File: src/rtl/tmr_pkg.sv
package tmr_pkg;
   localparam logic [2:0] A_MODE  = 3'd0;
   localparam logic [2:0] A_CMPA  = 3'd1;
   localparam logic [2:0] A_CMPC  = 3'd2;
   localparam logic [2:0] A_CTRL  = 3'd3;
   localparam logic [2:0] A_IEN   = 3'd4;
   localparam logic [2:0] A_IDIS  = 3'd5;
   localparam logic [2:0] A_COUNT = 3'd6;
   localparam logic [2:0] A_STAT  = 3'd7;

   localparam int NSRC    = 3;
   localparam int SRC_OVF = 0;
   localparam int SRC_CA  = 1;
   localparam int SRC_CC  = 2;
   localparam int ST_RUN  = 4;

   localparam int CTL_EN   = 0;
   localparam int CTL_DIS  = 1;
   localparam int CTL_TRIG = 2;

   localparam logic [2:0] SEL_SLOW = 3'd4;
   localparam logic [2:0] SEL_EXT  = 3'd5;

   typedef enum logic [1:0] {
      PIN_KEEP = 2'd0,
      PIN_SET  = 2'd1,
      PIN_CLR  = 2'd2,
      PIN_TOG  = 2'd3
   } pin_act_e;

   // packed low to high: clk_sel[2:0], reload_c[3], stop_c[4], act_a[6:5], act_c[8:7]
   typedef struct packed {
      pin_act_e   act_c;
      pin_act_e   act_a;
      logic       stop_c;
      logic       reload_c;
      logic [2:0] clk_sel;
   } mode_t;

   localparam int MODE_W = $bits(mode_t);

   function automatic logic pin_apply(pin_act_e a, logic cur);
      case (a)
         PIN_SET: return 1'b1;
         PIN_CLR: return 1'b0;
         PIN_TOG: return ~cur;
         default: return cur;
      endcase
   endfunction
endpackage

File: src/rtl/tmr_tick_gen.sv
module tmr_tick_gen
   import tmr_pkg::*;
#(
   parameter int PRE_TAPS    = 4,
   parameter int PRE_STEP    = 2,
   parameter int SYNC_STAGES = 2
) (
   input  logic       clk,
   input  logic       rst_n,
   input  logic [2:0] sel,
   input  logic       slow_in,
   input  logic       ext_in,
   output logic       tick
);
   localparam int PRE_W = PRE_STEP * (PRE_TAPS - 1) + 1;

   if (PRE_TAPS < 1 || PRE_TAPS > 4) begin : g_bad_taps
      $error("tmr_tick_gen: PRE_TAPS must be 1..4");
   end
   if (PRE_STEP < 1) begin : g_bad_step
      $error("tmr_tick_gen: PRE_STEP must be at least 1");
   end
   if (SYNC_STAGES < 2) begin : g_bad_sync
      $error("tmr_tick_gen: SYNC_STAGES must be at least 2");
   end

   logic [PRE_W-1:0]    pre_q;
   logic [PRE_TAPS-1:0] tap;
   logic [1:0]          raw;
   logic [1:0]          rise;

   always_ff @(posedge clk) begin
      if (!rst_n) pre_q <= '0;
      else        pre_q <= pre_q + PRE_W'(1);
   end

   for (genvar i = 0; i < PRE_TAPS; i++) begin : g_tap
      localparam int LW = 1 + PRE_STEP * i;
      assign tap[i] = &pre_q[LW-1:0];
   end

   assign raw = {ext_in, slow_in};

   for (genvar k = 0; k < 2; k++) begin : g_edge
      logic [SYNC_STAGES:0] sh;
      always_ff @(posedge clk) begin
         if (!rst_n) sh <= '0;
         else        sh <= {sh[SYNC_STAGES-1:0], raw[k]};
      end
      assign rise[k] = sh[SYNC_STAGES-1] & ~sh[SYNC_STAGES];

      AST_EDGE_SINGLE: assert property (@(posedge clk) disable iff (!rst_n)
         rise[k] |=> !rise[k]);
   end

   always_comb begin
      tick = 1'b0;
      case (sel)
         SEL_SLOW:   tick = rise[0];
         SEL_EXT:    tick = rise[1];
         3'd6, 3'd7: tick = 1'b1;
         default: begin
            for (int i = 0; i < PRE_TAPS; i++) begin
               if (sel == 3'(i)) tick = tap[i];
            end
         end
      endcase
   end
endmodule

File: src/rtl/tmr_core.sv
module tmr_core
   import tmr_pkg::*;
#(
   parameter int CNT_W = 16
) (
   input  logic             clk,
   input  logic             rst_n,
   input  logic             tick,
   input  mode_t            mode,
   input  logic [CNT_W-1:0] cmp_a,
   input  logic [CNT_W-1:0] cmp_c,
   input  logic             cmd_en,
   input  logic             cmd_dis,
   input  logic             cmd_trig,
   input  logic             sync_clr,
   output logic [CNT_W-1:0] cnt,
   output logic             running,
   output logic             pin,
   output logic [NSRC-1:0]  ev
);
   logic clr, step, at_top, hit_a, hit_c, pin_n;

   assign clr    = sync_clr | cmd_trig;
   assign step   = running & tick & ~clr;
   assign at_top = &cnt;
   assign hit_a  = step & (cnt == cmp_a);
   assign hit_c  = step & (cnt == cmp_c);

   assign ev[SRC_OVF] = step & at_top;
   assign ev[SRC_CA]  = hit_a;
   assign ev[SRC_CC]  = hit_c;

   always_ff @(posedge clk) begin
      if (!rst_n)    cnt <= '0;
      else if (clr)  cnt <= '0;
      else if (step) cnt <= (mode.reload_c && hit_c) ? '0 : cnt + CNT_W'(1);
   end

   always_ff @(posedge clk) begin
      if (!rst_n)                     running <= 1'b0;
      else if (cmd_dis)               running <= 1'b0;
      else if (cmd_en)                running <= 1'b1;
      else if (hit_c && mode.stop_c)  running <= 1'b0;
   end

   always_comb begin
      pin_n = pin;
      if (hit_a) pin_n = pin_apply(mode.act_a, pin_n);
      if (hit_c) pin_n = pin_apply(mode.act_c, pin_n);
   end

   always_ff @(posedge clk) begin
      if (!rst_n) pin <= 1'b0;
      else        pin <= pin_n;
   end

   AST_SYNC_ZERO: assert property (@(posedge clk) disable iff (!rst_n)
      sync_clr |=> (cnt == '0));
   AST_TRIG_ZERO: assert property (@(posedge clk) disable iff (!rst_n)
      cmd_trig |=> (cnt == '0));
   AST_WRAP_ZERO: assert property (@(posedge clk) disable iff (!rst_n)
      (step && at_top && !mode.reload_c) |=> (cnt == '0));
   AST_RELOAD_ZERO: assert property (@(posedge clk) disable iff (!rst_n)
      (step && mode.reload_c && cnt == cmp_c) |=> (cnt == '0));
   AST_STOP_HALT: assert property (@(posedge clk) disable iff (!rst_n)
      (hit_c && mode.stop_c && !cmd_en) |=> !running);
   AST_IDLE_HOLD: assert property (@(posedge clk) disable iff (!rst_n)
      (!running && !clr) |=> $stable(cnt));
   AST_PIN_CLR: assert property (@(posedge clk) disable iff (!rst_n)
      (hit_c && mode.act_c == PIN_CLR) |=> !pin);
endmodule

File: src/rtl/tmr_regs.sv
module tmr_regs
   import tmr_pkg::*;
#(
   parameter int CNT_W = 16
) (
   input  logic             clk,
   input  logic             rst_n,
   input  logic             wr,
   input  logic             rd,
   input  logic [2:0]       addr,
   input  logic [CNT_W-1:0] wdata,
   output logic [CNT_W-1:0] rdata,
   input  logic [NSRC-1:0]  ev,
   input  logic [CNT_W-1:0] cnt,
   input  logic             running,
   output mode_t            mode,
   output logic [CNT_W-1:0] cmp_a,
   output logic [CNT_W-1:0] cmp_c,
   output logic             cmd_en,
   output logic             cmd_dis,
   output logic             cmd_trig,
   output logic             irq
);
   if (CNT_W < MODE_W || CNT_W > 32) begin : g_bad_width
      $error("tmr_regs: CNT_W must be between the mode width and 32");
   end

   logic [MODE_W-1:0] mode_q;
   logic [NSRC-1:0]   ien_q, flags_q;
   logic              wr_ctrl, rd_stat;
   logic [CNT_W-1:0]  stat_w;

   assign mode    = mode_t'(mode_q);
   assign wr_ctrl = wr && (addr == A_CTRL);
   assign rd_stat = rd && (addr == A_STAT);
   assign cmd_en   = wr_ctrl & wdata[CTL_EN];
   assign cmd_dis  = wr_ctrl & wdata[CTL_DIS];
   assign cmd_trig = wr_ctrl & wdata[CTL_TRIG];

   always_ff @(posedge clk) begin
      if (!rst_n) begin
         mode_q <= '0;
         cmp_a  <= '0;
         cmp_c  <= '0;
         ien_q  <= '0;
      end else if (wr) begin
         case (addr)
            A_MODE: mode_q <= wdata[MODE_W-1:0];
            A_CMPA: cmp_a  <= wdata;
            A_CMPC: cmp_c  <= wdata;
            A_IEN:  ien_q  <= ien_q | wdata[NSRC-1:0];
            A_IDIS: ien_q  <= ien_q & ~wdata[NSRC-1:0];
            default: ;
         endcase
      end
   end

   always_ff @(posedge clk) begin
      if (!rst_n) flags_q <= '0;
      else        flags_q <= (rd_stat ? '0 : flags_q) | ev;
   end

   assign irq = |(flags_q & ien_q);

   always_comb begin
      stat_w = '0;
      stat_w[NSRC-1:0] = flags_q;
      stat_w[ST_RUN]   = running;
   end

   always_comb begin
      case (addr)
         A_MODE:  rdata = CNT_W'(mode_q);
         A_CMPA:  rdata = cmp_a;
         A_CMPC:  rdata = cmp_c;
         A_IEN:   rdata = CNT_W'(ien_q);
         A_COUNT: rdata = cnt;
         A_STAT:  rdata = stat_w;
         default: rdata = '0;
      endcase
   end

   AST_FLAG_LATCH: assert property (@(posedge clk) disable iff (!rst_n)
      ev[SRC_CC] |=> flags_q[SRC_CC]);
   AST_IRQ_OFF: assert property (@(posedge clk) disable iff (!rst_n)
      (ien_q == '0) |-> !irq);
   AST_READ_CLEAR: assert property (@(posedge clk) disable iff (!rst_n)
      (rd_stat && ev == '0) |=> (flags_q == '0));
endmodule

File: src/rtl/tmr_chan.sv
module tmr_chan
   import tmr_pkg::*;
#(
   parameter int CNT_W       = 16,
   parameter int PRE_TAPS    = 4,
   parameter int PRE_STEP    = 2,
   parameter int SYNC_STAGES = 2
) (
   input  logic             clk,
   input  logic             rst_n,
   input  logic             bus_wr,
   input  logic             bus_rd,
   input  logic [2:0]       bus_addr,
   input  logic [CNT_W-1:0] bus_wdata,
   output logic [CNT_W-1:0] bus_rdata,
   input  logic             slow_tick,
   input  logic             ext_clk,
   input  logic             sync_clr,
   output logic             wave_out,
   output logic             irq
);
   mode_t            mode;
   logic [CNT_W-1:0] cmp_a, cmp_c, cnt;
   logic             cmd_en, cmd_dis, cmd_trig, running, tick;
   logic [NSRC-1:0]  ev;

   tmr_regs #(.CNT_W(CNT_W)) u_regs (
      .clk      (clk),
      .rst_n    (rst_n),
      .wr       (bus_wr),
      .rd       (bus_rd),
      .addr     (bus_addr),
      .wdata    (bus_wdata),
      .rdata    (bus_rdata),
      .ev       (ev),
      .cnt      (cnt),
      .running  (running),
      .mode     (mode),
      .cmp_a    (cmp_a),
      .cmp_c    (cmp_c),
      .cmd_en   (cmd_en),
      .cmd_dis  (cmd_dis),
      .cmd_trig (cmd_trig),
      .irq      (irq)
   );

   tmr_tick_gen #(
      .PRE_TAPS    (PRE_TAPS),
      .PRE_STEP    (PRE_STEP),
      .SYNC_STAGES (SYNC_STAGES)
   ) u_tick (
      .clk     (clk),
      .rst_n   (rst_n),
      .sel     (mode.clk_sel),
      .slow_in (slow_tick),
      .ext_in  (ext_clk),
      .tick    (tick)
   );

   tmr_core #(.CNT_W(CNT_W)) u_core (
      .clk      (clk),
      .rst_n    (rst_n),
      .tick     (tick),
      .mode     (mode),
      .cmp_a    (cmp_a),
      .cmp_c    (cmp_c),
      .cmd_en   (cmd_en),
      .cmd_dis  (cmd_dis),
      .cmd_trig (cmd_trig),
      .sync_clr (sync_clr),
      .cnt      (cnt),
      .running  (running),
      .pin      (wave_out),
      .ev       (ev)
   );
endmodule

File: config.mk
export PLATFORM = sky130hd
export DESIGN_NAME = tmr_chan
export DESIGN_NICKNAME = d
export VERILOG_FILES = /design/src/rtl/tmr_pkg.sv /design/src/rtl/tmr_tick_gen.sv /design/src/rtl/tmr_core.sv /design/src/rtl/tmr_regs.sv /design/src/rtl/tmr_chan.sv
export SDC_FILE = /design/constraint.sdc
export NUM_CORES = 1
export LEC_CHECK = 0
export ABC_CLOCK_PERIOD_IN_PS = 8800
export BUFFER_PORTS_ARGS = -buffer_cell sky130_fd_sc_hd__buf_2
export CAP_MARGIN = 25
export CORE_UTILIZATION = 48
export DETAILED_ROUTE_END_ITERATION = 10
export PLACE_DENSITY = 0.67
export SYNTH_ARGS = -nofsm -noshare
export SYNTH_HDL_FRONTEND = slang
export SYNTH_HIERARCHICAL = 1
export SYNTH_SLANG_ARGS = --single-unit
File: constraint.sdc
create_clock -name clk -period 8.8 [get_ports clk]
set_clock_uncertainty 0.2 [all_clocks]
set_input_delay 0.88 -clock clk [delete_from_list [all_inputs] [get_ports clk]]
set_output_delay 0.88 -clock clk [all_outputs]
set_load 0.02 [all_outputs]
==> out/results.ini, run 1 <==
[status]
status = completed

[power]
pwr-share-clk_pct = 43.2
vdd_drop_max_v = 0.000117
power.switching_mw = 0.178
p_seq_share_pct = 49.0
p_int_mw = 0.568
combPwrFrac_pct = 7.7
finalPower_mw = 0.746
leakage_nw = 1.72
power_density_nw_per_um2 = 166
switching_share_pct = 23.9

[global_routing]
overflow = 0
grtUsageTotal_pct = 24.6
first_global_vias = 3378
grt_start_max_net_pins = 38
grt_first_pass_wirelength_um = 16700
antenna_found_initial = 0

[worst_setup_path]
cpMostUsedCell = buf_2
crit_required_ns = 7.72
cp-end-kind = output pin
cp.arrival_ns = 2.54
cpLargestDelayFamily = buffers and inverters
worstSetupPathType = in -> out
critPathSlowestCell = nor2b_1
cpPeakStageDelay_ns = 0.61
cp_max_fo = 25
path_buf_inv = 2
crit_chain = buf_2 -> nor2b_1 -> a22oi_1 -> o21ai_0 -> buf_2
worstSetupStartpointType = primary input

[clock_network]
insertion_delay_ns = 0.36
cts_tree = built
htree_levels = 3
postCtsHoldBufs = 0
cts.path.max_buffers = 2
post-cts-setup-buffer-count = 0
clkSinkCount = 78
clkTransAtPathRegs_ns = 0.07
numCtsBuffers = 9
clock-root-buffer = clkbuf_8
cts_resized = 0

[layout]
drive_gt1_share_pct = 14.1
fillerInstances = 809
syn2layout_area_growth_pct = 9.14
fin_cells = 629
fin_nets = 550
antennaDiodeCount = 0

[floorplanning]
core_area_um2 = 8260
die_w_um = 94.7
rows = 33
dieHeight_um = 94.7
die_area_um2 = 8960
start_util_pct = 49.9
io_pins = 44

[synth]
synth_fp_nets = 533
synth_flop_cell = dfxtp_1
yosysTopAreaCell = dfxtp_1
netlist_top_cells_area = dfxtp_1 (38%), nand2_1 (9.7%), a21oi_1 (5.8%)
seq_area_frac_synth_pct = 37.9
synthArstFlopShare_pct = 0
yosysWarnings = 6
synth_edf_count = 0
synthCells = 503
ys_types = 57
avgSynthCellArea_um2 = 8.19
ys_ff_latch = 78
synth_area_um2 = 4120
yosysTopAreaCellShare_pct = 37.9

[timing]
grt_setup_unrepaired = no
whs_ns = 0.235
hold_violations = 0
slew_headroom_pct = 45.4
setup_viol = 0
period_minus_slack_ns = 3.62
fin_ws_ns = 5.18
max_freq_mhz = 277
post-route-period-util_pct = 41.1
tns_ns = 0
drv_slew = 0
worst_pin_slew_ns = 0.815

[place]
pre_cts_ws_ns = 5.19
hpwl_um = 7500
port_buffers = 43
placed_cells_incl_taps = 614
gp_congestion = 0.980

[route]
drt-total-wl_um = 10400
ant_nets = 0
drt_iter0_markers = 274
wl_per_cell_um = 16.6
drc = 0
first_pass_iters = 5
vias = 3593
vias_per_cell = 5.71

[job]
maxCapViolations = 0

[hold_path]
min_path_type = reg -> reg

==> sequential cells by signal, summed over array words and instances, names as in the netlist, named ones only <==
register	cells
u_core/cnt	16
u_regs/cmp_a	16
u_regs/cmp_c	16
u_regs/mode	9
u_tick/pre_q	7
u_tick/g_edge.sh	6
u_regs/flags_q	3
u_core/pin	1
u_core/running	1
==> per-layer routing <==
layer / global-route usage (%) / routed length, um / vias to the layer above
li1: - / - / 1752
met1: 33.1 / 4730 / 1704
met2: 38.4 / 4860 / 110
met3: 4.75 / 547 / 27
met4: 9.85 / 280 / 0
met5: 0 / 0 / -
==> stage by stage <==
step           util, %  area [um2]
6_report          54.5        4500
5_1_grt           54.5        4500
4_1_cts           54.5        4500
3_5_place_dp      51.6        4260
3_3_place_gp      51.3        4240
2_1_floorplan        -        4120
==> cells in the final DEF (no fill, tap or decap), types with 5 or more instances in the layout <==
cell	n
clkbuf_8	9
nor2_1	25
a22oi_1	8
o211ai_1	5
nand3b_1	5
xnor2_1	22
nand2_1	107
nand4_1	9
nor4_1	7
a21oi_1	48
mux2i_1	13
nand3_1	20
o21ai_0	12
dfxtp_1	78
and2_1	13
buf_2	43
inv_1	8
xor2_1	25
==> power groups by stage <==
stage / logic, mW / clock network, mW / registers [mW]
after floorplan: 0.0412 / 0 / 0.372
after global placement: 0.0546 / 0 / 0.374
after detailed placement: 0.0571 / 0 / 0.374
after CTS: 0.0573 / 0.326 / 0.366
after global routing: 0.0633 / 0.341 / 0.367
final: 0.0577 / 0.322 / 0.366
==> kinds of logic (layout without fill, tap and decap cells) <==
logic type                 after synthesis  in the layout  synth area share, %
DFF                                     78             78                 37.9
xor gates and xnor gates                47             47                 9.99
adders and majority gates                4              4                 1.21
and+or+nand+nor                        219            219                 26.5
buffers and inverters                   47             68                 6.47
muxes                                   17             17                 4.34
AOI/OAI and AO/OA                       91             91                 13.6
==> final timing paths <==
check                                    start                           endpoint  slack, ns  depth (start not counted)
max reg2reg         u_tick/pre_q[0]$_SDFF_PN0_         u_core/cnt[9]$_SDFFE_PP0P_       5.62                         12
max                                bus_addr[0]                      bus_rdata[15]       5.18                          5
min          u_tick/g_edge[0].sh[0]$_SDFF_PN0_  u_tick/g_edge[0].sh[1]$_SDFF_PN0_       0.23                          1
min reg2reg  u_tick/g_edge[0].sh[0]$_SDFF_PN0_  u_tick/g_edge[0].sh[1]$_SDFF_PN0_       0.23                          1
==> cell usage after synthesis, drive strengths merged (2+ instances only) <==
| cell type | number |
|---|---|
| nor4 | 7 |
| a22o | 3 |
| o211ai | 5 |
| or3 | 2 |
| nand2 | 107 |
| xnor2 | 22 |
| clkbuf | 15 |
| nand3 | 20 |
| nand4b | 2 |
| o21ai | 12 |
| and4 | 2 |
| and2 | 13 |
| nor3 | 4 |
| and4bb | 3 |
| mux2 | 4 |
| nor2b | 4 |
| nor2 | 25 |
| ha | 4 |
| nor3b | 2 |
| xor2 | 25 |
| and3 | 4 |
| nand4 | 9 |
| nand4bb | 2 |
| a221oi | 3 |
| or2 | 3 |
| dfxtp | 78 |
| nand3b | 5 |
| a21oi | 48 |
| inv | 8 |
| mux2i | 13 |
| a22oi | 8 |
| a31oi | 4 |
| buf | 23 |
==> area by class of cell <==
| type | instances | area [um2] | area share (%) |
|---|---|---|---|
| Multi-Input combinational cell | 378 | 2290 | 51.0 |
| Tap cell | 105 | 131 | 2.92 |
| Clock inverter | 6 | 111 | 2.48 |
| Sequential cell | 78 | 1560 | 34.7 |
| Inverter | 9 | 33.8 | 0.751 |
| Timing Repair Buffer | 44 | 243 | 5.40 |
| Clock buffer | 9 | 124 | 2.75 |
Note: power is estimated with default switching activity, not from simulation.
==> inputs of run 2 (changes only) <==
- ABC_CLOCK_PERIOD_IN_PS: 8800 -> 3400
- clock period: 8.8 -> 3.4 ns (I/O delays scaled with it)
==> run 2 against run 1 <==
Via count grew 2.5%. Sequential share of layout area shrank 0.067 points. Wire length shrank 0.38%. Register-to-register slack got worse by 5.2 ns. Worst setup slack lost 4.7 ns. Non-clock buffer count up 5. Critical path depth rose by 8. Critical endpoint is now u_core/cnt[6]$_SDFFE_PP0P_. Die area stayed put. Hold slack worse by 0.21 ns. Cell count is 0.95% higher.
==> out/results.ini, run 2 (synthesized netlist as in run 1, its figures left out) <==
[clock_network]
clock-root-buffer = clkbuf_8  ; unchanged
htree_levels = 3  ; unchanged
postCtsHoldBufs = 2  ; was 0
insertion_delay_ns = 0.35  ; was 0.36 ns
numCtsBuffers = 9  ; unchanged
cts_resized = 0  ; unchanged
post-cts-setup-buffer-count = 0  ; unchanged
cts_tree = built  ; unchanged
clkTransAtPathRegs_ns = 0.09  ; was 0.07 ns
cts.path.max_buffers = 2  ; unchanged
clkSinkCount = 78  ; unchanged

[floorplanning]
dieHeight_um = 94.7  ; unchanged
die_area_um2 = 8960  ; unchanged
io_pins = 44  ; unchanged
core_area_um2 = 8260  ; unchanged
rows = 33  ; unchanged
die_w_um = 94.7  ; unchanged
start_util_pct = 49.9  ; unchanged

[global_routing]
grtUsageTotal_pct = 24.1  ; was 24.6%
grt_first_pass_wirelength_um = 16500  ; was 16700 um
grt_start_max_net_pins = 43  ; was 38
first_global_vias = 3297  ; was 3378
overflow = 0  ; unchanged
antenna_found_initial = 0  ; unchanged

[worst_setup_path]
critPathSlowestCell = dfxtp_1  ; was nor2b_1
cp-startpoint = u_tick/pre_q[0]$_SDFF_PN0_  ; was bus_addr[0]
timing.rr.end = u_core/cnt[6]$_SDFFE_PP0P_  ; was u_core/cnt[9]$_SDFFE_PP0P_
reg2reg_depth = 13  ; was 12
cpLargestDelayFamily = simple AND/OR/NAND/NOR gates  ; was buffers and inverters
worstSetupPathType = reg -> reg  ; was in -> out
cp.arrival_ns = 2.99  ; was 2.54 ns
cp_max_fo = 15  ; was 25
endpoint = u_core/cnt[6]$_SDFFE_PP0P_  ; was bus_rdata[15]
path_depth = 13  ; was 5
crit_chain = ha_1 -> and3_1 -> ha_1 -> mux2_4 -> a221oi_2 -> o221ai_2 -> and4bb_2 -> nand4b_1 -> nor3b_1 -> nand3_1 -> nand3_1 -> buf_4 -> nor2_1  ; was buf_2 -> nor2b_1 -> a22oi_1 -> o21ai_0 -> buf_2
crit_required_ns = 3.44  ; was 7.72 ns
cpPeakStageDelay_ns = 0.38  ; was 0.61 ns
path_buf_inv = 1  ; was 2
r2r-start = u_tick/pre_q[0]$_SDFF_PN0_  ; unchanged
cp-end-kind = register  ; was output pin
r2r_slack_ns = 0.45  ; was 5.62 ns
worstSetupStartpointType = register  ; was primary input

[power]
power_density_nw_per_um2 = 416  ; was 166 nW/um2
vdd_drop_max_v = 0.000246  ; was 0.000117 V
leakage_nw = 1.72  ; about the same

[layout]
layout_common_cells = nand2_1 (107), dfxtp_1 (78), a21oi_1 (48), buf_2 (43)  ; unchanged
drive_gt1_share_pct = 14.7  ; was 14.1%
antennaDiodeCount = 0  ; unchanged
layout_commonest_cell = nand2_1  ; unchanged
syn2layout_area_growth_pct = 9.35  ; was 9.14%
largestRegisters = u_core/cnt (16), u_regs/cmp_a (16), u_regs/cmp_c (16)  ; unchanged
finish.utilization_pct = 54.6  ; was 54.5%
final_area_um2 = 4510  ; was 4500 um2
fin_nets = 555  ; was 550

[timing]
worst_pin_slew_ns = 0.822  ; was 0.815 ns
hold_violations = 0  ; unchanged
slew_headroom_pct = 44.9  ; was 45.4%
drv_slew = 0  ; unchanged
tns_ns = 0  ; unchanged
post-route-period-util_pct = 86.6
setup_viol = 0  ; unchanged
grt_setup_unrepaired = no  ; unchanged
period_minus_slack_ns = 2.95
max_freq_mhz = 340

[route]
wl_per_cell_um = 16.3  ; was 16.6 um
drc = 0  ; unchanged
vias_per_cell = 5.80  ; was 5.71
vias = 3683  ; was 3593
drt-total-wl_um = 10400  ; about the same
ant_nets = 0  ; unchanged
first_pass_iters = 5  ; unchanged
drt_iter0_markers = 361  ; was 274

[hold_path]
holdCritStartpoint = bus_wdata[12]  ; was u_tick/g_edge[0].sh[0]$_SDFF_PN0_
min_path_type = in -> reg  ; was reg -> reg

[place]
dpl_cell_area_um2 = 4270  ; was 4260 um2
hpwl_um = 7320  ; was 7500 um
gp_congestion = 0.922  ; was 0.980
port_buffers = 43  ; unchanged

[job]
maxCapViolations = 0  ; unchanged

[status]
status = completed  ; unchanged

==> run 2: worst min-delay path by stage <==
stage | depth (start not counted) | end
6_report | 3 | u_regs/cmp_c[12]$_SDFFE_PN0P_
2_1_floorplan | 1 | u_tick/g_edge[0].sh[1]$_SDFF_PN0_
5_1_grt | 3 | u_regs/cmp_a[9]$_SDFFE_PN0P_
3_3_place_gp | 1 | u_tick/g_edge[0].sh[1]$_SDFF_PN0_
3_5_place_dp | 1 | u_tick/g_edge[0].sh[1]$_SDFF_PN0_
4_1_cts | 3 | u_regs/cmp_a[13]$_SDFFE_PN0P_
==> run 2: power by group <==
part	switching [mW]	total, mW	internal [mW]
clock	0.359	0.775	0.416
sequential	0.0160	0.946	0.930
combinational	0.0939	0.152	0.0581
total	0.469	1.87	1.40
==> run 2: worst register-to-register path, delay by kind of cell, from the launching register on <==
kind,cells,cell delay [ns]
AO/OA/AOI/OAI,2,0.24
adder cells (fa/ha/maj),2,0.34
buffers and inverters,1,0.20
flip-flops,1,0.38
multiplexers,1,0.15
AND/OR/NAND/NOR,7,1.32
==> run 2: metal layers <==
layer | vias up | share of wire, % | global-route usage [%]
met5 | - | 0 | 0
met4 | 0 | 3.1 | 9.97
met3 | 36 | 5.0 | 3.14
met2 | 135 | 45 | 37.3
met1 | 1751 | 46 | 33.8
li1 | 1761 | - | -
==> run 2: metrics by stage <==
| step | hold WS (ns) | setup slack [ns] | instances | total power [mW] |
|---|---|---|---|---|
| 4_1_cts | 0.0214 | 0.437 | 635 | 1.89 |
| 5_1_grt | 0.0295 | 0.163 | 635 | 1.94 |
| 2_1_floorplan | 0.212 | 0.568 | 503 | 1.07 |
| 3_5_place_dp | 0.225 | 0.464 | 617 | 1.11 |
| 3_3_place_gp | 0.219 | 0.533 | 617 | 1.11 |
| 6_report | 0.0285 | 0.455 | 635 | 1.87 |
==> run 2: layout make-up <==
| class | instances | area, um2 |
|---|---|---|
| flip-flops and latches | 78 | 1560 |
| fillers | 809 | 3750 |
| repair buffers | 49 | 265 |
| inverters | 9 | 33.8 |
| clock buffers | 9 | 124 |
| clock inverters | 7 | 97.6 |
| multi-input cells | 378 | 2290 |
| well taps | 105 | 131 |
